===== config.mk =====
export PLATFORM = sky130hd
export DESIGN_NAME = sdram_init_seq
export DESIGN_NICKNAME = d
export VERILOG_FILES = /design/src/rtl/sdram_init_pkg.sv /design/src/rtl/sdram_rst_sync.sv /design/src/rtl/sdram_wait_timer.sv /design/src/rtl/sdram_ref_counter.sv /design/src/rtl/sdram_cmd_drive.sv /design/src/rtl/sdram_init_seq.sv
export SDC_FILE = /design/constraint.sdc
export NUM_CORES = 1
export LEC_CHECK = 0
export BUFFER_PORTS_ARGS = -buffer_cell sky130_fd_sc_hd__buf_4
export CELL_PAD_IN_SITES_DETAIL_PLACEMENT = 1
export CELL_PAD_IN_SITES_GLOBAL_PLACEMENT = 2
export CORE_MARGIN = 8
export CORE_UTILIZATION = 35
export CTS_CLUSTER_DIAMETER = 80
export DETAILED_ROUTE_END_ITERATION = 12
export PLACE_DENSITY = 0.82
export SLEW_MARGIN = 15
export SYNTH_ARGS = -nofsm -noshare
export SYNTH_HDL_FRONTEND = slang
export SYNTH_HIERARCHICAL = 1
export SYNTH_SLANG_ARGS = --single-unit

===== constraint.sdc =====
create_clock -name clk -period 1.1 [get_ports clk]
set_input_delay 0 -clock clk [delete_from_list [all_inputs] [get_ports clk]]
set_output_delay 0 -clock clk [all_outputs]
set_load 0.01 [all_outputs]

===== src/rtl/sdram_init_pkg.sv =====
package sdram_init_pkg;

  typedef enum logic [1:0] {
    CMD_NOP = 2'd0,
    CMD_PRE = 2'd1,
    CMD_REF = 2'd2,
    CMD_MRS = 2'd3
  } cmd_e;

  typedef enum logic [2:0] {
    ST_PAUSE    = 3'd0,
    ST_PRE_WAIT = 3'd1,
    ST_REF_WAIT = 3'd2,
    ST_MRS_WAIT = 3'd3,
    ST_DONE     = 3'd4
  } state_e;

  function automatic int max_of(input int a, input int b);
    return (a > b) ? a : b;
  endfunction

endpackage


===== src/rtl/sdram_rst_sync.sv =====
module sdram_rst_sync #(
  parameter int STAGES = 2
) (
  input  logic clk,
  input  logic rst_n,
  output logic rst_sync_n
);

  logic [STAGES-1:0] sync_q;

  // assert immediately, release after STAGES edges
  always_ff @(posedge clk or negedge rst_n) begin
    if (!rst_n) sync_q <= '0;
    else        sync_q <= {sync_q[STAGES-2:0], 1'b1};
  end

  assign rst_sync_n = sync_q[STAGES-1];

endmodule


===== src/rtl/sdram_wait_timer.sv =====
module sdram_wait_timer #(
  parameter int           W    = 8,
  parameter logic [W-1:0] INIT = '0
) (
  input  logic         clk,
  input  logic         rst_n,
  input  logic         en,
  input  logic         load,
  input  logic [W-1:0] load_val,
  output logic         zero
);

  logic [W-1:0] cnt_q, cnt_d;

  always_comb begin
    cnt_d = cnt_q;
    if (load)                   cnt_d = load_val;
    else if (en && cnt_q != '0) cnt_d = cnt_q - 1'b1;
  end

  always_ff @(posedge clk or negedge rst_n) begin
    if (!rst_n) cnt_q <= INIT;
    else        cnt_q <= cnt_d;
  end

  assign zero = (cnt_q == '0);

endmodule


===== src/rtl/sdram_ref_counter.sv =====
module sdram_ref_counter #(
  parameter int N_REF = 8
) (
  input  logic clk,
  input  logic rst_n,
  input  logic inc,
  output logic all_done
);

  localparam int CW = $clog2(N_REF + 1);

  logic [CW-1:0] cnt_q, cnt_d;

  always_comb begin
    cnt_d = cnt_q;
    if (inc && cnt_q != CW'(N_REF)) cnt_d = cnt_q + 1'b1;
  end

  always_ff @(posedge clk or negedge rst_n) begin
    if (!rst_n) cnt_q <= '0;
    else        cnt_q <= cnt_d;
  end

  assign all_done = (cnt_q == CW'(N_REF));

endmodule


===== src/rtl/sdram_cmd_drive.sv =====
module sdram_cmd_drive
  import sdram_init_pkg::*;
#(
  parameter int                ADDR_W    = 13,
  parameter int                BA_W      = 2,
  parameter int                DQM_W     = 2,
  parameter int                AP_BIT    = 10,
  parameter logic [ADDR_W-1:0] MODE_WORD = '0
) (
  input  logic              clk,
  input  logic              rst_n,
  input  cmd_e              cmd,
  input  logic              done_set,
  output logic              cke,
  output logic              cs_n,
  output logic              ras_n,
  output logic              cas_n,
  output logic              we_n,
  output logic [DQM_W-1:0]  dqm,
  output logic [ADDR_W-1:0] addr,
  output logic [BA_W-1:0]   ba,
  output logic              init_done
);

  localparam logic [ADDR_W-1:0] ALL_BANKS = ADDR_W'(1) << AP_BIT;

  logic [3:0]        pins_d, pins_q;   // {cs_n, ras_n, cas_n, we_n}
  logic [ADDR_W-1:0] addr_d, addr_q;
  logic [DQM_W-1:0]  dqm_d, dqm_q;
  logic              done_d, done_q;

  always_comb begin
    addr_d = '0;
    unique case (cmd)
      CMD_PRE: begin pins_d = 4'b0010; addr_d = ALL_BANKS; end
      CMD_REF: pins_d = 4'b0001;
      CMD_MRS: begin pins_d = 4'b0000; addr_d = MODE_WORD; end
      default: pins_d = 4'b0111;
    endcase
    done_d = done_q | done_set;
    dqm_d  = done_set ? '0 : dqm_q;
  end

  always_ff @(posedge clk or negedge rst_n) begin
    if (!rst_n) begin
      pins_q <= 4'b0111;
      addr_q <= '0;
      dqm_q  <= '1;
      done_q <= 1'b0;
    end else begin
      pins_q <= pins_d;
      addr_q <= addr_d;
      dqm_q  <= dqm_d;
      done_q <= done_d;
    end
  end

  assign {cs_n, ras_n, cas_n, we_n} = pins_q;
  assign addr      = addr_q;
  assign ba        = '0;
  assign cke       = 1'b1;
  assign dqm       = dqm_q;
  assign init_done = done_q;

endmodule


===== src/rtl/sdram_init_seq.sv =====
module sdram_init_seq
  import sdram_init_pkg::*;
#(
  parameter int                ADDR_W    = 13,
  parameter int                BA_W      = 2,
  parameter int                DQM_W     = 2,
  parameter int                PAUSE_CYC = 40000,
  parameter int                T_RP      = 3,
  parameter int                T_RC      = 10,
  parameter int                T_RSC     = 2,
  parameter int                N_REF     = 8,
  parameter int                AP_BIT    = 10,
  parameter logic [ADDR_W-1:0] MODE_WORD = 'h033,
  parameter bit                REF_FIRST = 1'b0
) (
  input  logic              clk,
  input  logic              rst_n,
  output logic              cke,
  output logic              cs_n,
  output logic              ras_n,
  output logic              cas_n,
  output logic              we_n,
  output logic [DQM_W-1:0]  dqm,
  output logic [ADDR_W-1:0] addr,
  output logic [BA_W-1:0]   ba,
  output logic              init_done
);

  localparam int MAX_WAIT = max_of(max_of(PAUSE_CYC, T_RP), max_of(T_RC, T_RSC));
  localparam int TW       = $clog2(MAX_WAIT + 1);

  localparam logic [TW-1:0] LD_PAUSE = TW'(PAUSE_CYC - 1);
  localparam logic [TW-1:0] LD_RP    = TW'(T_RP - 1);
  localparam logic [TW-1:0] LD_RC    = TW'(T_RC - 1);
  localparam logic [TW-1:0] LD_RSC   = TW'(T_RSC - 1);

  logic          rst_sync_n;
  logic          tmr_zero, tmr_en, tmr_load;
  logic [TW-1:0] tmr_val;
  logic          ref_inc, refs_all, done_set;
  cmd_e          cmd;
  state_e        state_q, state_d;

  sdram_rst_sync #(.STAGES(2)) u_rst (
    .clk        (clk),
    .rst_n      (rst_n),
    .rst_sync_n (rst_sync_n)
  );

  sdram_wait_timer #(.W(TW), .INIT(LD_PAUSE)) u_tmr (
    .clk      (clk),
    .rst_n    (rst_sync_n),
    .en       (tmr_en),
    .load     (tmr_load),
    .load_val (tmr_val),
    .zero     (tmr_zero)
  );

  sdram_ref_counter #(.N_REF(N_REF)) u_refc (
    .clk      (clk),
    .rst_n    (rst_sync_n),
    .inc      (ref_inc),
    .all_done (refs_all)
  );

  // next-state and command selection
  always_comb begin
    state_d  = state_q;
    cmd      = CMD_NOP;
    tmr_load = 1'b0;
    tmr_val  = '0;
    ref_inc  = 1'b0;
    done_set = 1'b0;
    if (tmr_zero) begin
      unique case (state_q)
        ST_PAUSE: begin
          cmd = CMD_PRE; tmr_load = 1'b1; tmr_val = LD_RP; state_d = ST_PRE_WAIT;
        end
        ST_PRE_WAIT: begin
          if (REF_FIRST) begin
            cmd = CMD_REF; ref_inc = 1'b1; tmr_load = 1'b1; tmr_val = LD_RC;
            state_d = ST_REF_WAIT;
          end else begin
            cmd = CMD_MRS; tmr_load = 1'b1; tmr_val = LD_RSC; state_d = ST_MRS_WAIT;
          end
        end
        ST_REF_WAIT: begin
          if (!refs_all) begin
            cmd = CMD_REF; ref_inc = 1'b1; tmr_load = 1'b1; tmr_val = LD_RC;
          end else if (REF_FIRST) begin
            cmd = CMD_MRS; tmr_load = 1'b1; tmr_val = LD_RSC; state_d = ST_MRS_WAIT;
          end else begin
            done_set = 1'b1; state_d = ST_DONE;
          end
        end
        ST_MRS_WAIT: begin
          if (REF_FIRST) begin
            done_set = 1'b1; state_d = ST_DONE;
          end else begin
            cmd = CMD_REF; ref_inc = 1'b1; tmr_load = 1'b1; tmr_val = LD_RC;
            state_d = ST_REF_WAIT;
          end
        end
        default: state_d = ST_DONE;
      endcase
    end
  end

  assign tmr_en = (state_q != ST_DONE);

  always_ff @(posedge clk or negedge rst_sync_n) begin
    if (!rst_sync_n) state_q <= ST_PAUSE;
    else             state_q <= state_d;
  end

  sdram_cmd_drive #(
    .ADDR_W    (ADDR_W),
    .BA_W      (BA_W),
    .DQM_W     (DQM_W),
    .AP_BIT    (AP_BIT),
    .MODE_WORD (MODE_WORD)
  ) u_drv (
    .clk       (clk),
    .rst_n     (rst_sync_n),
    .cmd       (cmd),
    .done_set  (done_set),
    .cke       (cke),
    .cs_n      (cs_n),
    .ras_n     (ras_n),
    .cas_n     (cas_n),
    .we_n      (we_n),
    .dqm       (dqm),
    .addr      (addr),
    .ba        (ba),
    .init_done (init_done)
  );

endmodule


==> flow_metrics.env, run 1 <==
export IMPL_hp_class="input port to asynchronous set/reset pin"
export IMPL_worst_slack_ns=-1.01
export IMPL_fill_cells=605
export IMPL_first_pass_iters=4
export IMPL_dr_wl_met3_um=433
export IMPL_drt_total_wl_um=7380
export IMPL_r2r_end="u_tmr/cnt_q[1]$_DFFE_PN1P_"
export IMPL_cap_viol_max_count=0
export IMPL_vias=1919
export IMPL_clk_pin_slew_worst_paths_ns=0.07
export IMPL_grt_pass1_wl_um=10600
export IMPL_cts_tree="done"
export IMPL_netlist_instances=200
export IMPL_cts_buffers_inserted=5
export IMPL_pre_cts_ws_ns=-1.05
export IMPL_placed_cell_area_mm2=0.00249
export IMPL_core_rowCount=26
export IMPL_status="complete, but fails checks"
export IMPL_grt_max_degree=31
export IMPL_slew_viol_final=0
export IMPL_grt_pass1_vias=2017
export IMPL_crit_path_start_kind="flip-flop"
export IMPL_r2r_cells=11
export IMPL_final_core_util=0.604
export IMPL_synth_ff_latch_count=32
export IMPL_timing_final_crit_share=1.92
export IMPL_h_tree_depth=2
export IMPL_wl_per_cell_um=19.8
export IMPL_seqCellArea_um2=820
export IMPL_total_leakage_power_nw=1.40
export IMPL_antenna_found_initial=0
export IMPL_place_gp_congestion=0.857
export IMPL_layout_drive_gt1_share=0.566
export IMPL_synth_seq_area_share=0.436
export IMPL_start_util=0.365
export IMPL_diodes=0
export IMPL_syn_area_mm2=0.00188
export IMPL_grt_usage=0.181
export IMPL_crit_fanout=8
export IMPL_synth_edf_count=0
export IMPL_failed_checks="negative setup slack"
export IMPL_synth_cell_type_count=49
export IMPL_final_nets=306
export IMPL_min_period_ns=2.11
export IMPL_ir_drop_mv=0.446
export IMPL_dieArea_mm2=0.00796
export IMPL_drc=0
export IMPL_rsz0062_at_grt="true"
export IMPL_cp_data_arrival_time_ns=2.32
export IMPL_root_buffer="clkbuf_8"
export IMPL_tns_ns=-27.76
export IMPL_die_w_um=89.2
export IMPL_core_area_mm2=0.00514
export IMPL_drt_met1_wl_um=2800
export IMPL_clock_latency_ns=0.28
export IMPL_synth_main_ff_cell="dfrtp_1"
export IMPL_grt_ovfl_total=0
export IMPL_fp_dieH_um=89.2
export IMPL_r2r_start="u_tmr/cnt_q[10]$_DFFE_PN1P_"
export IMPL_port_buffers=12
export IMPL_timing_fmax_mhz=474
export IMPL_crit_type="flip-flop to flip-flop"
export IMPL_finalSetupViolations=30
export IMPL_first_iter_violations=84
export IMPL_multi_input_comb_area_mm2=0.00125
export IMPL_vias_per_cell=5.16
export IMPL_async_reset_ff_frac=1.00
export IMPL_dr_wl_met2_um=3790
export IMPL_cp_end_kind="flip-flop"
export IMPL_r2r_setup_slack_ns=-1.01
export IMPL_hold_violations=0
export IMPL_place_inst=339
export IMPL_ios=25
export IMPL_clock_skew_ns=0.00881
export IMPL_cts_path_max_buffers=2
export IMPL_cts_sinks=32
export IMPL_hpwl_um=3950
export IMPL_stdcell_count=372
export IMPL_avgSynthCellArea_um2=9.38
export IMPL_highest_layer="met4"
export IMPL_ys_warn_count=6
export IMPL_finalInstanceArea_mm2=0.00311
export IMPL_critPathRequiredTime_ns=1.32
export IMPL_power_density_mw_per_mm2=729
export IMPL_antenna_left=0
export IMPL_area_delta_synth_final_pct=65.6
-- cells in the final DEF (no fill, tap or decap), drive strengths merged, types with 2 or more instances in the layout --
cell and instances:
nand4b 3, mux2 2, a31oi 6, clkbuf 7, nand2 16, dfstp 14
or3 3, xnor2 3, nand3 4, and2 4, ha 3, nand4 4
nor4 4, buf 92, nor2b 5, or4 5, nor4b 2, nand2b 2
o31ai 2, a211oi 2, nor3 6, dfrtp 18, o21ai 13, nor2 17
o41ai 3, a21oi 8, inv 12, conb 26, mux2i 2, or4b 2
-- worst max path at each step --
| stage | start | endpoint | slack (ns) | depth (start not counted) |
|---|---|---|---|---|
| final | u_tmr/cnt_q[10]$_DFFE_PN1P_ | u_tmr/cnt_q[1]$_DFFE_PN1P_ | -1.01 | 11 |
| after global routing | u_tmr/cnt_q[0]$_DFFE_PN1P_ | u_tmr/cnt_q[6]$_DFFE_PN0P_ | -1.06 | 11 |
| after CTS | u_tmr/cnt_q[14]$_DFFE_PN0P_ | u_refc/cnt_q[1]$_DFFE_PN0P_ | -0.90 | 8 |
| after detailed placement | u_tmr/cnt_q[7]$_DFFE_PN0P_ | u_tmr/cnt_q[1]$_DFFE_PN1P_ | -1.05 | 4 |
| after global placement | u_tmr/cnt_q[7]$_DFFE_PN0P_ | u_tmr/cnt_q[1]$_DFFE_PN1P_ | -1.0 | 4 |
| after floorplan | u_tmr/cnt_q[7]$_DFFE_PN0P_ | u_refc/cnt_q[1]$_DFFE_PN0P_ | -0.96 | 8 |
-- synth_stat cells, types with 4 or more instances --
cell type  number  area, µm²
a21oi_1         8       40.0
a31oi_1         6       37.5
and2_1          4       25.0
buf_4          16        120
clkbuf_1        4       15.0
conb_1          4       15.0
dfrtp_1        18        450
dfstp_2        14        368
inv_1          11       41.3
nand2_1        15       56.3
nand3_1         4       20.0
nand4_1         4       25.0
nor2_1         17       63.8
nor2b_1         5       31.3
nor3_1          5       25.0
o21ai_0         6       30.0
o21ai_1         6       30.0
or4_1           5       37.5
-- metrics by stage --
step                hold slack, ns  total power [mW]
CTS                         0.0118              2.25
detailed placement          -0.216              1.36
floorplan                   -0.296              1.34
finish                      0.0221              2.26
global placement            -0.217              1.36
global route                0.0272              2.36
-- flip-flops by register name, summed over array words and instances, names as in the netlist --
signal / count
u_drv/dqm: 1
u_drv/addr: 2
u_rst/sync_q: 2
u_refc/cnt_q: 4
u_drv/init_done: 1
u_tmr/cnt_q: 16
state_q: 3
u_drv/pins_q: 3
-- timing repair --
action,in CTS,in global routing
gates cloned,1,0
endpoints found under the setup margin,30,30
endpoints found under the hold margin,2,0
hold buffers,1,0
buffers inserted,16,13
resized for setup,46,34
pin swaps,17,11
-- report_power, final --
part | internal, mW | leakage [nW] | switching (mW)
clock | 0.444 | 0.0422 | 0.439
combinational | 0.0608 | 0.991 | 0.100
sequential | 1.20 | 0.364 | 0.0163
total | 1.71 | 1.40 | 0.556
-- layer usage --
layer	vias up	track usage
li1	872	-
met1	945	0.202
met2	72	0.317
met3	30	0.0423
met4	0	0.0816
met5	-	0
-- area by class of cell --
type | count | area share
repair inverters | 1 | 0.00282
clock inverters | 1 | 0.00161
flip-flops and latches | 32 | 0.264
well taps | 70 | 0.0282
multi-input cells | 157 | 0.402
clock buffers | 7 | 0.0246
inverters | 11 | 0.0157
repair buffers | 93 | 0.261
-- logic make-up after synthesis --
logic type | share of synthesized area
AOI/OAI and AO/OA | 0.144
xor gates and xnor gates | 0.0140
adders and majority gates | 0.0200
buffers and inverters | 0.106
DFF | 0.436
muxes | 0.0247
other | 0.00800
and+or+nand+nor | 0.247
-- worst max-delay path, stage by stage (launching register included) --
cell,delay (ns)
dfstp_2,0.39
buf_4,0.14
nor4_4,0.34
nand4_1,0.23
inv_2,0.14
nand2b_4,0.08
buf_6,0.13
nor2_4,0.19
buf_6,0.15
inv_8,0.05
nor2_1,0.15
a21oi_2,0.06
No activity file was read; power rests on OpenSTA's default activity.
==> run 2, diff against run 1 <==
- ABC_AREA: unset -> 1
- CORE_UTILIZATION: 35 -> 33
- clock period: 1.1 -> 2.2 ns (I/O delays scaled with it)
==> flow_metrics.env, run 2 <==
export IMPL_status="finished clean"
export IMPL_wl_per_cell_um=13.5
export IMPL_antenna_found_initial=0
export IMPL_h_tree_depth=2
export IMPL_synth_common_cells="70 x nand2_1, 36 x nor2_1, 32 x nand3_1, 27 x inv_1, 18 x dfrtp_1"
export IMPL_finalInstanceArea_mm2=0.00283
export IMPL_final_nets=342
export IMPL_grt_pass1_wl_um=9340
export IMPL_ir_drop_mv=0.291
export IMPL_async_reset_ff_frac=1.00
export IMPL_grt_pass1_vias=1929
export IMPL_core_area_mm2=0.00628
export IMPL_layout_drive_gt1_share=0.414
export IMPL_vias=1858
export IMPL_critPathRequiredTime_ns=2.41
export IMPL_first_iter_violations=68
export IMPL_die_w_um=96.1
export IMPL_grt_usage=0.130
export IMPL_cp_data_arrival_time_ns=2.38
export IMPL_total_power_mw=1.25
export IMPL_core_rowCount=29
export IMPL_syn_area_mm2=0.00212
export IMPL_use_met1=0.156
export IMPL_tns_ns=0
export IMPL_hp_class="input port to asynchronous set/reset pin"
export IMPL_avgSynthCellArea_um2=7.43
export IMPL_largest_register_ffs=16
export IMPL_mostFrequentLayoutCells="63 x nand2_1, 35 x buf_4, 32 x nor2_1, 26 x conb_1"
export IMPL_synth_area_top_cells="dfrtp_1 21%, dfstp_2 17%, nand2_1 12%"
export IMPL_cts_buffers_inserted=5
export IMPL_pre_cts_ws_ns=-0.109
export IMPL_cts_tree="done"
export IMPL_antenna_left=0
export IMPL_first_pass_iters=4
export IMPL_cap_viol_max_count=0
export IMPL_root_buffer="clkbuf_8"
export IMPL_power_density_mw_per_mm2=443
export IMPL_rsz0062_at_grt="true"
export IMPL_crit_fanout=3
export IMPL_cp_end_kind="flip-flop"
export IMPL_drc=0
export IMPL_timing_fmax_mhz=462
export IMPL_ys_warn_count=6
export IMPL_grt_use_met2=0.227
export IMPL_place_gp_congestion=0.774
export IMPL_top_register="u_tmr/cnt_q"
export IMPL_grt_ovfl_total=0
export IMPL_hold_worst_slack_ns=0.0252
export IMPL_area_delta_synth_final_pct=33.5
export IMPL_synth_top_area_share=0.213
export IMPL_clock_skew_ns=0.00874
export IMPL_dieArea_mm2=0.00924
export IMPL_slew_viol_final=0
export IMPL_final_core_util=0.451
export IMPL_timing_final_crit_share=0.985
export IMPL_placed_cell_area_mm2=0.00246
export IMPL_clk_pin_slew_worst_paths_ns=0.07
export IMPL_synth_cell_type_count=32
export IMPL_grt_max_degree=31
export IMPL_crit_path_start_kind="flip-flop"
export IMPL_fp_dieH_um=96.1
export IMPL_crit_type="flip-flop to flip-flop"
export IMPL_clock_latency_ns=0.29
export IMPL_yosys_area_top_type="dfrtp_1"
export IMPL_final_common_cell="nand2_1"
export IMPL_diodes=0
export IMPL_cts_path_max_buffers=2
export IMPL_worst_slack_ns=0.0334
export IMPL_hold_violations=0
export IMPL_stdcell_count=415
export IMPL_synth_main_ff_cell="dfrtp_1"
export IMPL_grt_use_met3=0.0304
export IMPL_synth_seq_area_share=0.386
export IMPL_finalSetupViolations=0
export IMPL_vias_per_cell=4.48
export IMPL_synth_ff_latch_count=32
export IMPL_ios=25
export IMPL_reg_top3="u_tmr/cnt_q: 16 flops, u_refc/cnt_q: 4 flops"
export IMPL_synth_most_common_cell="nand2_1"
export IMPL_cts_sinks=32
export IMPL_netlist_instances=285
export IMPL_top_usage_layer="met2"
export IMPL_place_inst=399
export IMPL_port_buffers=12
export IMPL_synth_edf_count=0
export IMPL_min_period_ns=2.17
export IMPL_total_leakage_power_nw=1.32
export IMPL_start_util=0.337
export IMPL_drt_total_wl_um=5580
export IMPL_hpwl_um=4200
[run 2: cells by family after synthesis]
kind of cell,after synthesis,share of synthesized area
DFF,32,0.386
AOI/OAI and AO/OA,13,0.0431
xor gates and xnor gates,6,0.0248
and+or+nand+nor,171,0.386
adders and majority gates,3,0.0177
buffers and inverters,56,0.135
other,4,0.00709
[run 2: where the power goes]
part           internal [mW]  switching (mW)  leakage (nW)
Sequential             0.591        0.000435         0.336
Combinational        0.00351          0.0250         0.920
Clock                  0.400           0.234        0.0645
Total                  0.995           0.260          1.32
[run 2: final cells by class]
class / count / area (µm²)
tap: 77 / 96.3
timing repair buffer: 43 / 364
sequential: 32 / 820
clock buffer: 7 / 96.3
clock inverter: 1 / 30.0
fill: 778 / 3450
inverter: 35 / 146
timing repair inverter: 1 / 11.3
multi-input combinational: 219 / 1260
[run 2: per-layer routing]
metal / up-vias / part of all wire
met5: - / 0
met4: 0 / 0.0045
met3: 2 / 0.023
met2: 18 / 0.53
met1: 900 / 0.44
li1: 938 / -
[run 2: critical path, cell delays in order, from the launching register on]
cell and delay (ns):
dfstp_2 0.38, inv_2 0.07, ha_4 0.14, inv_2 0.04, nor2_4 0.11, nand3_4 0.10
nor2_4 0.12, nand2_2 0.08, nor4_4 0.27, nand2_2 0.10, inv_2 0.07, buf_6 0.10
nand2_4 0.05, nor2_4 0.15, nand2_2 0.08, nor2_2 0.10, nor2_1 0.05, nor2_1 0.10
[run 2: final timing paths]
| path | from | to | slack [ns] | depth (start not counted) |
|---|---|---|---|---|
| worst max-delay path | u_tmr/cnt_q[0]$_DFFE_PN1P_ | u_refc/cnt_q[3]$_DFFE_PN0P_ | 0.03 | 17 |
| worst min-delay path | rst_n | u_rst/sync_q[1]$_DFF_PN0_ | 0.03 | 2 |
| worst max register to register | u_tmr/cnt_q[0]$_DFFE_PN1P_ | u_refc/cnt_q[3]$_DFFE_PN0P_ | 0.03 | 17 |
| worst min register to register | u_rst/sync_q[1]$_DFF_PN0_ | u_refc/cnt_q[0]$_DFFE_PN0P_ | 0.26 | 1 |
| max in group asynchronous | u_rst/sync_q[1]$_DFF_PN0_ | u_drv/pins_q[1]$_DFF_PN1_ | 1.60 | 1 |
| min in group clk | u_rst/sync_q[0]$_DFF_PN0_ | u_rst/sync_q[1]$_DFF_PN0_ | 0.35 | 0 |
[run 2: what timing repair did]
action / CTS / global route
endpoints found under the hold margin: 2 / 0
pin swaps: 1 / 23
setup buffers: 0 / 6
hold buffers: 1 / 0
setup endpoints to repair: 10 / 20
resized for setup: 1 / 46
cloned: 0 / 1
==> run 3, diff against run 2 <==
- CORE_ASPECT_RATIO: unset -> 0.75
==> flow_metrics.env, run 3 (same netlist as run 2, synthesis figures left out) <==
export IMPL_status="complete, but fails checks"
export IMPL_failed_checks="negative setup slack"
export IMPL_reg_top3="u_tmr/cnt_q: 16 flops, u_refc/cnt_q: 4 flops"
export IMPL_hold_violations=0
export IMPL_ios=25
export IMPL_layout_drive_gt1_share=0.411
export IMPL_clk_pin_slew_worst_paths_ns=0.08
export IMPL_antenna_left=0
export IMPL_clock_skew_ns=0.00748
export IMPL_place_gp_congestion=0.798
export IMPL_top_register="u_tmr/cnt_q"
export IMPL_total_leakage_power_nw=1.33
export IMPL_grt_pass1_wl_um=9580
export IMPL_cts_path_max_buffers=2
export IMPL_hp_class="input port to asynchronous set/reset pin"
export IMPL_die_w_um=109
export IMPL_min_period_ns=2.21
export IMPL_drc=0
export IMPL_core_rowCount=25
export IMPL_diodes=0
export IMPL_cpMostUsedCell="nand2_2"
export IMPL_ir_drop_mv=0.202
export IMPL_port_buffers=12
export IMPL_wl_per_cell_um=14.8
export IMPL_antenna_found_initial=0
export IMPL_critPathRequiredTime_ns=2.38
export IMPL_largest_register_ffs=16
export IMPL_cp_cell_sequence="inv_2 > ha_4 > inv_2 > nor2_4 > nand3_4 > nor2_4 > nand2_2 > nor4_4 > nand2_2 > inv_2 > nand2_2 > clkinv_4 > clkinv_8 > or2_4 > nand2_2 > a21oi_2"
export IMPL_crit_type="flip-flop to flip-flop"
export IMPL_rsz0062_at_grt="true"
export IMPL_crit_path_max_incr_delay_ns=0.38
export IMPL_hpwl_um=4330
export IMPL_total_power_mw=1.12
export IMPL_first_pass_iters=4
export IMPL_hold_worst_slack_ns=0.0182
export IMPL_grt_usage=0.130
export IMPL_vias=1903
export IMPL_timing_final_crit_share=1.00
export IMPL_placed_cell_area_mm2=0.00243
export IMPL_area_delta_synth_final_pct=35.6
export IMPL_slew_viol_final=0
export IMPL_drt_total_wl_um=6270
export IMPL_slowest_stage="dfstp_2"
export IMPL_cap_viol_max_count=0
export IMPL_finalInstanceArea_mm2=0.00287
export IMPL_power_density_mw_per_mm2=390
export IMPL_grt_ovfl_total=0
export IMPL_final_core_util=0.459
export IMPL_final_common_cell="nand2_1"
export IMPL_fp_dieH_um=85.4
export IMPL_grt_pass1_vias=1980
export IMPL_dieArea_mm2=0.00927
export IMPL_cp_end_kind="flip-flop"
export IMPL_root_buffer="clkbuf_8"
export IMPL_cp_data_arrival_time_ns=2.39
export IMPL_grt_max_degree=23
export IMPL_crit_fanout=6
export IMPL_timing_fmax_mhz=453
export IMPL_worst_slack_ns=-0.00981
export IMPL_clock_latency_ns=0.29
export IMPL_cts_tree="done"
export IMPL_core_area_mm2=0.00626
export IMPL_mostFrequentLayoutCells="60 x nand2_1, 40 x buf_4, 34 x nor2_1, 27 x nand3_1, 26 x conb_1"
export IMPL_crit_path_start_kind="flip-flop"
export IMPL_finalSetupViolations=2
export IMPL_final_nets=347
export IMPL_h_tree_depth=2
export IMPL_start_util=0.339
export IMPL_first_iter_violations=118
export IMPL_vias_per_cell=4.49
export IMPL_cts_sinks=32
export IMPL_cts_buffers_inserted=5
[run 3: cell count changes in the layout (fill, tap and decap cells not counted), sizes merged]
cell | before | now
bufinv | 1 | 0
clkinvlp | 0 | 2
clkinv | 1 | 3
nand2 | 80 | 81
buf | 42 | 44
clkbuf | 7 | 6
[run 3: per-layer routing]
layer,up-vias,wire [µm],GRT usage
met5,-,0,0
met2,28,2890,0.197
met1,918,3080,0.177
li1,950,-,-
met3,7,240,0.0310
met4,0,61,0.0372
[run 3: power breakdown]
part	total (mW)	switching (mW)	leakage, nW	internal, mW
combinational	0.0263	0.0228	0.946	0.00348
clock	0.500	0.246	0.0434	0.253
sequential	0.595	0.00369	0.336	0.591
[run 3: stage by stage]
| stage | TNS (ns) | setup slack, ns | std cells |
|---|---|---|---|
| after CTS | 0 | 0.0282 | 407 |
| after global routing | -1.79 | -0.136 | 424 |
| after floorplan | 0 | 0.00615 | 307 |
| final | -0.0100 | -0.00981 | 424 |
| after detailed placement | -0.386 | -0.0751 | 398 |
| after global placement | 0 | 0.0405 | 398 |
[run 3: worst paths after layout]
kind                                             from                           to  slack [ns]  cells past startpoint
setup reg to reg           u_tmr/cnt_q[0]$_DFFE_PN1P_  u_tmr/cnt_q[13]$_DFFE_PN0P_       -0.01                     16
setup / recovery           u_tmr/cnt_q[0]$_DFFE_PN1P_  u_tmr/cnt_q[13]$_DFFE_PN0P_       -0.01                     16
max in group asynchronous   u_rst/sync_q[1]$_DFF_PN0_  u_tmr/cnt_q[10]$_DFFE_PN1P_        1.33                      1
min in group clk            u_rst/sync_q[0]$_DFF_PN0_    u_rst/sync_q[1]$_DFF_PN0_        0.37                      0
hold / removal                                  rst_n    u_rst/sync_q[0]$_DFF_PN0_        0.02                      2
hold reg to reg             u_rst/sync_q[1]$_DFF_PN0_  u_refc/cnt_q[1]$_DFFE_PN0P_        0.16                      0
[run 3: cell type report]
cell class	count	area, µm²
repair inverters	3	41.3
multi-input cells	220	1290
repair buffers	45	377
well taps	81	101
clock buffers	6	82.6
flip-flops and latches	32	818
inverters	35	151
fillers	781	3380
clock inverters	2	15.0
[run 3: repair_timing]
| action | CTS | global route |
|---|---|---|
| gates resized for setup | 1 | 45 |
| pin swaps | 1 | 14 |
| endpoints found under the hold margin | 2 | 0 |
| gates cloned | 0 | 4 |
| setup buffers | 0 | 13 |
| endpoints found under the setup margin | 14 | 20 |
| hold buffers | 1 | 0 |
[run 3: critical path, delay by kind of cell (launching register included)]
| kind | cells | cell delay (ns) |
|---|---|---|
| AND/OR/NAND/NOR | 9 | 1.14 |
| buffers and inverters | 5 | 0.40 |
| flip-flops | 1 | 0.38 |
| adder cells (fa/ha/maj) | 1 | 0.14 |
| AO/OA/AOI/OAI | 1 | 0.05 |
